### config.mk
export PLATFORM = sky130hd
export DESIGN_NAME = usb_frame_timer
export DESIGN_NICKNAME = d
export VERILOG_FILES = /design/src/rtl/ft_pkg.sv /design/src/rtl/ft_frame_ctr.sv /design/src/rtl/ft_sof_pulse.sv /design/src/rtl/ft_irq_flags.sv /design/src/rtl/usb_frame_timer.sv
export SDC_FILE = /design/constraint.sdc
export NUM_CORES = 1
export LEC_CHECK = 0
export BUFFER_PORTS_ARGS = -buffer_cell sky130_fd_sc_hd__buf_2
export CAP_MARGIN = 15
export CORE_UTILIZATION = 35
export CTS_CLUSTER_SIZE = 20
export DETAILED_ROUTE_END_ITERATION = 10
export GPL_TIMING_DRIVEN = 0
export PLACE_DENSITY = 0.6
export SYNTH_ARGS = -nofsm -noshare
export SYNTH_HDL_FRONTEND = slang
export SYNTH_SLANG_ARGS = --single-unit
### constraint.sdc
create_clock -name clk -period 11.1 [get_ports clk]
set_clock_uncertainty 0.2 [all_clocks]
set_input_delay 0 -clock clk [delete_from_list [all_inputs] [get_ports clk]]
set_output_delay 0 -clock clk [all_outputs]
set_load 0.05 [all_outputs]
### src/rtl/ft_pkg.sv
package ft_pkg;
  localparam int NUM_FLAGS = 2;
  localparam int FLAG_SOF  = 0;
  localparam int FLAG_EOPF = 1;

  typedef enum logic [1:0] {
    EOPF_P80 = 2'b00,
    EOPF_P85 = 2'b01,
    EOPF_P90 = 2'b10,
    EOPF_P95 = 2'b11
  } eopf_pt_e;
endpackage

### src/rtl/ft_frame_ctr.sv
module ft_frame_ctr
  import ft_pkg::*;
#(
  parameter int CNT_W      = 16,
  parameter int FN_W       = 11,
  parameter int RELOAD_DEF = 48000
) (
  input  logic             clk,
  input  logic             rst_n,
  input  logic             host_mode,
  input  logic [CNT_W-1:0] frame_reload,
  input  logic [1:0]       eopf_sel,
  input  logic             rx_sof_valid,
  input  logic [FN_W-1:0]  rx_sof_fnum,
  output logic [CNT_W-1:0] cnt_q,
  output logic [FN_W-1:0]  fnum_q,
  output logic             sof_evt,
  output logic             eopf_evt
);
  localparam int PW = CNT_W + 7;
  localparam logic [CNT_W-1:0] DEF_PER = RELOAD_DEF[CNT_W-1:0];
  localparam logic [FN_W-1:0]  FN_ONE  = {{(FN_W-1){1'b0}}, 1'b1};

  // interval * percentage / 100, the product formed from shifted copies
  function automatic logic [PW-1:0] eopf_threshold(input logic [CNT_W-1:0] per,
                                                   input logic [1:0] sel);
    logic [PW-1:0] x;
    logic [PW-1:0] prod;
    x    = {{7{1'b0}}, per};
    prod = (x << 6) + (x << 4);                    // 80
    case (eopf_pt_e'(sel))
      EOPF_P85: prod = prod + (x << 2) + x;        // 85
      EOPF_P90: prod = prod + (x << 3) + (x << 1); // 90
      EOPF_P95: prod = prod + (x << 3) + (x << 2) + (x << 1) + x; // 95
      default:  prod = prod;
    endcase
    return prod / PW'(100);
  endfunction

  logic [CNT_W-1:0] period;
  logic [CNT_W-1:0] top_val;
  logic [CNT_W-1:0] elapsed;
  logic [PW-1:0]    thr;
  logic             host_sof;
  logic             dev_sof;
  logic             armed_q;

  assign period   = (frame_reload == '0) ? DEF_PER : frame_reload;
  assign top_val  = period - 1'b1;
  assign elapsed  = top_val - cnt_q;
  assign thr      = eopf_threshold(period, eopf_sel);
  assign host_sof = host_mode && (cnt_q == '0);
  assign dev_sof  = !host_mode && rx_sof_valid;
  assign sof_evt  = host_sof || dev_sof;
  assign eopf_evt = armed_q && !sof_evt && ({{7{1'b0}}, elapsed} >= thr);

  always_ff @(posedge clk or negedge rst_n) begin
    if (!rst_n) begin
      cnt_q <= '0;
    end else if (sof_evt) begin
      cnt_q <= top_val;
    end else if (cnt_q != '0) begin
      cnt_q <= cnt_q - 1'b1;
    end
  end

  always_ff @(posedge clk or negedge rst_n) begin
    if (!rst_n) begin
      fnum_q <= '0;
    end else if (host_sof) begin
      fnum_q <= fnum_q + FN_ONE;
    end else if (dev_sof) begin
      fnum_q <= rx_sof_fnum;
    end
  end

  always_ff @(posedge clk or negedge rst_n) begin
    if (!rst_n) begin
      armed_q <= 1'b0;
    end else if (sof_evt) begin
      armed_q <= 1'b1;
    end else if (eopf_evt) begin
      armed_q <= 1'b0;
    end
  end
endmodule

### src/rtl/ft_sof_pulse.sv
module ft_sof_pulse #(
  parameter int PULSE_W = 12,
  parameter int N_OUT   = 2
) (
  input  logic             clk,
  input  logic             rst_n,
  input  logic             sof_evt,
  input  logic [N_OUT-1:0] out_en,
  output logic             pulse,
  output logic [N_OUT-1:0] pulse_out
);
  localparam int PCW = $clog2(PULSE_W + 1);
  localparam logic [PCW-1:0] PLOAD = PULSE_W[PCW-1:0];

  logic [PCW-1:0] left_q;

  always_ff @(posedge clk or negedge rst_n) begin
    if (!rst_n) begin
      left_q <= '0;
    end else if (sof_evt) begin
      left_q <= PLOAD;
    end else if (left_q != '0) begin
      left_q <= left_q - 1'b1;
    end
  end

  assign pulse = (left_q != '0);

  for (genvar g = 0; g < N_OUT; g++) begin : g_gate
    assign pulse_out[g] = pulse && out_en[g];
  end
endmodule

### src/rtl/ft_irq_flags.sv
module ft_irq_flags #(
  parameter int N = 2
) (
  input  logic         clk,
  input  logic         rst_n,
  input  logic [N-1:0] set_evt,
  input  logic         clr_stb,
  input  logic [N-1:0] clr_bits,
  input  logic [N-1:0] mask,
  output logic [N-1:0] flags_q,
  output logic         irq
);
  for (genvar g = 0; g < N; g++) begin : g_flag
    always_ff @(posedge clk or negedge rst_n) begin
      if (!rst_n) begin
        flags_q[g] <= 1'b0;
      end else if (set_evt[g]) begin
        flags_q[g] <= 1'b1;
      end else if (clr_stb && clr_bits[g]) begin
        flags_q[g] <= 1'b0;
      end
    end
  end

  assign irq = |(flags_q & ~mask);
endmodule

### src/rtl/usb_frame_timer.sv
module usb_frame_timer
  import ft_pkg::*;
#(
  parameter int CNT_W      = 16,
  parameter int FN_W       = 11,
  parameter int PULSE_W    = 12,
  parameter int RELOAD_DEF = 48000
) (
  input  logic                 clk,
  input  logic                 rst_n,
  input  logic                 host_mode,
  input  logic [CNT_W-1:0]     frame_reload,
  input  logic [1:0]           eopf_sel,
  input  logic                 sof_pin_en,
  input  logic                 trig_en,
  input  logic                 rx_sof_valid,
  input  logic [FN_W-1:0]      rx_sof_fnum,
  input  logic [NUM_FLAGS-1:0] irq_mask,
  input  logic                 flag_clr_stb,
  input  logic [NUM_FLAGS-1:0] flag_clr_bits,
  output logic [FN_W-1:0]      frame_num,
  output logic [CNT_W-1:0]     time_left,
  output logic [NUM_FLAGS-1:0] flags,
  output logic                 irq,
  output logic                 sof_pin,
  output logic                 sof_trig
);
  logic                 sof_evt;
  logic                 eopf_evt;
  logic                 pulse;
  logic [1:0]           pulse_out;
  logic [NUM_FLAGS-1:0] set_evt;

  ft_frame_ctr #(
    .CNT_W(CNT_W), .FN_W(FN_W), .RELOAD_DEF(RELOAD_DEF)
  ) u_ctr (
    .clk(clk), .rst_n(rst_n), .host_mode(host_mode),
    .frame_reload(frame_reload), .eopf_sel(eopf_sel),
    .rx_sof_valid(rx_sof_valid), .rx_sof_fnum(rx_sof_fnum),
    .cnt_q(time_left), .fnum_q(frame_num),
    .sof_evt(sof_evt), .eopf_evt(eopf_evt)
  );

  ft_sof_pulse #(
    .PULSE_W(PULSE_W), .N_OUT(2)
  ) u_pulse (
    .clk(clk), .rst_n(rst_n), .sof_evt(sof_evt),
    .out_en({trig_en, sof_pin_en}),
    .pulse(pulse), .pulse_out(pulse_out)
  );

  assign sof_pin  = pulse_out[0];
  assign sof_trig = pulse_out[1];

  always_comb begin
    set_evt            = '0;
    set_evt[FLAG_SOF]  = sof_evt;
    set_evt[FLAG_EOPF] = eopf_evt;
  end

  ft_irq_flags #(
    .N(NUM_FLAGS)
  ) u_flags (
    .clk(clk), .rst_n(rst_n), .set_evt(set_evt),
    .clr_stb(flag_clr_stb), .clr_bits(flag_clr_bits),
    .mask(irq_mask), .flags_q(flags), .irq(irq)
  );
endmodule

Yosys cells after proc, flatten, opt, wreduce, memory -nomap -nowiden:

Index checks and enable logic that the tools add are counted.

* logic and storage cells: 62
* output and inout port bits: 32
* input port bits: 40
* register bits after elaboration: 34

* magnitude comparators: 1
* bitwise operators: 2
* reduce and logical (&&, ||, !) cells: 22
* equal/unequal tests: 3
* $add $sub $neg: 13
* multiplexer cells: 14
* div/mod/pow operators: 1

Operator list (number)
* 23-bit one-hot mux with 3 select lines: 1
* 16-bit 2-to-1 mux: 3
* 23-bit by 16-bit adder with 23-bit output: 2
* 23-bit by 17-bit adder with 23-bit output: 2
* 23-bit by 18-bit adder with 23-bit output: 2
* 16-bit zero test: 2
* 16-bit by 1-bit subtractor with 16-bit output, second input constant: 2
* 22-bit by 20-bit adder with 23-bit output: 1
* 23-bit by 19-bit adder with 23-bit output: 1
* 23-bit by 7-bit divider with 23-bit output, second input constant: 1
* 16-bit by 23-bit greater-or-equal comparator with 1-bit output: 1
* 11-bit 2-to-1 mux: 2
* 16-bit nonzero test: 1
* 16-bit subtractor: 1
* 2-bit nonzero test: 6
* 11-bit by 1-bit adder with 11-bit output, second input constant: 1
* 1-bit logical AND: 8
* 4-bit 2-to-1 mux: 2
* 1-bit 2-to-1 mux: 6
* 2-bit == test, second input constant: 2
* 4-bit nonzero test: 1
* 4-bit by 1-bit subtractor with 4-bit output, second input constant: 1
* 2-bit AND: 1
* 2-bit by 1-bit == test with 1-bit output, second input constant: 1
* other kinds (4): 5

Longest topological paths before layout:

* depth after elaboration: 13
* depth in mapped cells: 99
* gate-level depth less buffers: 92

By module:

From an unflattened synthesis, not the netlist that was laid out.

* cells, all modules: 1731
* area total of the unflattened synthesis: 13085.0 um^2

Modules (own cells, without submodules)
* ft_frame_ctr: times used 1, cells each 1699, sequential area each 700.7 um^2, area an instance 12757.2 um^2
* ft_sof_pulse: times used 1, cells each 23, sequential area each 100.1 um^2, area an instance 241.5 um^2
* ft_irq_flags: times used 1, cells each 9, sequential area each 50.0 um^2, area an instance 86.3 um^2

Least setup slack after synthesis:

OpenSTA, ideal clock, no wires.

* path type: input to register
* from: in frame_reload[0]
* to: reg u_flags.flags_q[1]
* stages on the path: 91
* path slack: -7.168 ns
* library setup time: 0.122 ns
* data required time: 10.778 ns
* path buffers: 2
* arrival: 17.947 ns
* path through: inv_1 > ha_1 > nor3b_2 > nand4_2 > or4_1 > nand2_1 > inv_1 > ha_1 > inv_1 > fa_1 > nor2b_1 > o31a_1 > o21ai_0 > nand2b_1 > a21o_1 > a21oi_1 > xnor2_1 > ha_1 > [... 55 more ...] > o21ai_1 > a22oi_1 > a311oi_1 > ha_1 > nor2b_1 > o21ai_0 > nand2b_1 > a21oi_1 > nor2b_1 > o21ai_0 > nand2b_1 > a21oi_1 > nor2_1 > a211oi_1 > o21ai_0 > and2_1 > o32a_1 > a32o_1

* word-level cells in the longest chain between the ends: 12
* elaborated cells on any way between the ends: 18
* those cells by class: add/sub (10); div (1); order compare (1); mux (3); reduce/logical (3)

RTL lines
* start: declaration: line usb_frame_timer.sv:12 `input logic [CNT_W-1:0] frame_reload,`
* 16-bit zero test: line ft_frame_ctr.sv:48 `assign period = (frame_reload == '0) ? DEF_PER : frame_reload;`
* 16-bit 2-to-1 mux (*): line ft_frame_ctr.sv:48
* 22-bit by 20-bit adder with 23-bit output: line ft_frame_ctr.sv:30 `prod = (x << 6) + (x << 4);`
* 23-bit by 19-bit adder with 23-bit output: line ft_frame_ctr.sv:33, ft_frame_ctr.sv:34
* 23-bit by 18-bit adder with 23-bit output: line ft_frame_ctr.sv:34 `EOPF_P95: prod = prod + (x << 3) + (x << 2) + (x << 1) + x;`
* 23-bit by 17-bit adder with 23-bit output: line ft_frame_ctr.sv:34
* 23-bit by 16-bit adder with 23-bit output: line ft_frame_ctr.sv:34
* 23-bit one-hot mux with 3 select lines: line ft_frame_ctr.sv:31 `case (eopf_pt_e'(sel))`
* 23-bit by 7-bit divider with 23-bit output: line ft_frame_ctr.sv:37 `return prod / PW'(100);`
* 16-bit by 23-bit greater-or-equal comparator with 1-bit output (*): line ft_frame_ctr.sv:55 `assign eopf_evt = armed_q && !sof_evt && ({{7{1'b0}}, elapsed} >= thr);`
* 1-bit logical AND (*): line ft_frame_ctr.sv:55
* 1-bit 2-to-1 mux or 2-bit nonzero test (tied branches)
* end signal: indexed assignment: line ft_irq_flags.sv:16 `flags_q[g] <= 1'b0;`
* end signal: indexed assignment: line ft_irq_flags.sv:18 `flags_q[g] <= 1'b1;`
* end signal: indexed assignment: line ft_irq_flags.sv:20 `flags_q[g] <= 1'b0;`
* end: declaration: line ft_irq_flags.sv:10 `output logic [N-1:0] flags_q,`

Mark *: on every way between the ends. The rest lies on a longest branch, timed or not.
A chain may end at the register's enable or synchronous reset.

Final worst setup path:

* from: in frame_reload[1]
* to: reg u_flags.flags_q[1]

Same word-level chain as after synthesis.

==> impl_metrics.json <==
{
  "status": "finished with violations",
  "violations": "setup timing",
  "grt_pass1_wl_um": 69660,
  "cp-start-kind": "primary input",
  "async_flop_share": 1.000,
  "cp_common_cell": "o21ai_1",
  "synth_area_leaders": "ha_1 (12%), fa_1 (6.9%), dfrtp_1 (6.6%)",
  "grt_pass1_vias": 13560,
  "place.port_buffers": 68,
  "ff2ff_path_depth": 21,
  "syn_area_um2": 12800,
  "layout_setup_ws_ps": -7043,
  "vias": 14380,
  "final_core_util": 0.4814,
  "rows": 69,
  "synth.distinct_cells": 122,
  "ios": 72,
  "critPathLaunch": "frame_reload[1]",
  "finalNetCount": 2174,
  "register_area_um2": 850.8,
  "die_x_um": 193.3,
  "fin_hold_ws_ps": 67.79,
  "critPathRequiredTime_ps": 11070,
  "synth_largest_area_cell": "ha_1",
  "holdCritStartpoint": "frame_reload[8]",
  "crit_type": "primary input to register",
  "ant_nets": 0,
  "multi_input_area_um2": 12930,
  "critPathTopFamily": "compound AO/OA/AOI/OAI gates",
  "track_usage": 0.2235,
  "final_area_um2": 17210,
  "syn_to_final_growth_pct": 34.41,
  "cts_made_buffers": 5,
  "synthCells": 1731,
  "ys_seq_area_frac": 0.06646,
  "crit_buf_inv": 12,
  "grt_max_degree": 35,
  "r2r-start": "u_ctr.cnt_q[0]",
  "clkLatencyLatePin_ps": 280,
  "cts.htree.levels": 2,
  "post-route-min-period_ps": 18140,
  "hold_path_class": "primary input to register",
  "setup-violations-final": 2,
  "synth-edff-count": 0,
  "wl_um": 44710,
  "whs_path_depth": 4,
  "drtIter0Drc": 1125,
  "via_per_inst": 5.914,
  "gp_congestion": 0.9423,
  "dieHeight_um": 193.3,
  "max_slew_margin": 0.2164,
  "slew_violations": 0,
  "hold_violations": 0,
  "end_kind": "register",
  "core_region_area_um2": 35740,
  "grt_setup_unrepaired": "yes",
  "clockRootBuffer": "clkbuf_16",
  "hpwl_um": 33840,
  "wl_per_cell_um": 18.38,
  "clk_pin_slew_ps": 60,
  "final_layout_size_suffix_gt1_frac": 0.2877,
  "cp_slowest_cell": "or4_1",
  "synth.net_count": 1935,
  "ys.flop_type": "dfrtp_1",
  "drc": 0,
  "tritoncts": "built",
  "period_share": 1.635,
  "antenna_found_initial": 0,
  "numClockSinks": 34,
  "fillCellCount": 3408,
  "pre_cts_ws_ps": -9653,
  "place_area_um2": 14070,
  "drt_pre_antenna_iters": 8,
  "cp_num_cells": 93,
  "slowest_delay_ps": 630,
  "worst_slew_pin_slew_ps": 1175,
  "syn_area_per_cell_um2": 7.396,
  "yosysWarningCount": 0,
  "maxCapViolations": 0,
  "overflow": 0,
  "worstPathMaxFanout": 8,
  "fmax_mhz": 55.12,
  "synth.top_cell.area_share": 0.1173,
  "cts_max_path_buffers": 2,
  "critPathArrivalTime_ps": 18120,
  "diodes": 0,
  "ys_ff_latch": 34,
  "start_util": 0.3582,
  "die_area_um2": 37350
}
-- worst register-to-register path, delay by kind of cell (launching register included) --
family | cells | cell delay (ps)
AO/OA/AOI/OAI | 14 | 2460
XOR/XNOR | 1 | 90
adder cells (fa/ha/maj) | 3 | 910
buffers and inverters | 1 | 50
flip-flops | 1 | 480
AND/OR/NAND/NOR | 2 | 680
-- logic make-up after synthesis --
family	count (synthesis)	share of synthesized area
mux	21	0.02394
xor+xnor	122	0.08718
buf+inv	217	0.06802
flops	34	0.06646
fa+ha+maj	167	0.1884
compound gates	619	0.3465
simple gates	551	0.2195
-- sequential cells by signal (all words and copies together) (netlist names) --
name and flops:
u_ctr.cnt_q 16, u_ctr.armed_q 1, u_ctr.fnum_q 11, u_flags.flags_q 2
u_pulse.left_q 4
-- path summary, 6_finish.rpt --
path | to | slack [ps]
worst min register to register | u_flags.flags_q[0] | 310
min in group asynchronous | u_ctr.fnum_q[0] | 160
worst max-delay path | u_flags.flags_q[1] | -7040
worst min-delay path | u_ctr.cnt_q[8] | 70
worst max register to register | u_ctr.armed_q | 6070
max in group asynchronous | u_ctr.cnt_q[8] | 10020
-- cells in the mapped netlist (22+ instances only) --
cell type	instances
a21oi_1	141
nand2b_1	32
and2_1	23
ha_1	120
a31oi_1	22
nor3_1	48
o31ai_1	24
o21a_1	28
nor2_1	128
dfrtp_1	34
inv_1	156
o21ai_1	25
xnor2_1	89
a211oi_1	32
nand2_1	132
fa_1	44
a21o_1	28
o21ai_0	92
clkbuf_1	41
xor2_1	29
nand3_1	42
o211ai_1	25
-- area by class of cell --
cell class | instances | share of cell area
buffer | 54 | 0.01614
clock buffer | 5 | 0.007271
clock inverter | 3 | 0.003999
inverter | 158 | 0.03745
multi-input combinational | 1480 | 0.7513
sequential | 34 | 0.04944
tap | 461 | 0.03352
timing repair buffer | 237 | 0.1009
-- cells in the final DEF (no fill, tap or decap), types with 36 or more instances in the layout --
cell,synthesis,routed
o21ai_0,92,72
ha_1,120,102
nor3_1,48,37
inv_1,156,141
a21oi_1,141,114
buf_4,1,140
buf_2,5,69
nand2_1,132,124
nand3_1,42,36
clkbuf_1,41,36
xnor2_1,89,76
fa_1,44,43
nor2_1,128,110
-- layer usage --
layer,wire (um),vias up,share of wire,track usage
met4,1144,0,0.026,0.05837
met3,2118,84,0.047,0.01674
met1,19970,6979,0.45,0.3048
met5,0,-,0,0
li1,-,6896,-,-
met2,21470,425,0.48,0.3796
-- metrics by stage --
| step | TNS [ps] | cells |
|---|---|---|
| floorplan | -12020 | 1731 |
| global placement | -18820 | 2260 |
| detailed placement | -19190 | 2260 |
| CTS | -14150 | 2380 |
| global route | -15550 | 2432 |
| finish | -13960 | 2432 |
-- timing repair --
| item | in CTS | in global routing |
|---|---|---|
| endpoints found under the setup margin | 2 | 2 |
| gates cloned | 1 | 0 |
| setup buffers | 92 | 55 |
| pin swaps | 123 | 105 |
| resized for setup | 173 | 155 |
| hold buffers | 21 | 0 |
| endpoints found under the hold margin | 53 | 0 |
Power is left out: the tool's default activity adds up to more than one toggle a clock period on the data nets, which glitch-free logic cannot reach.
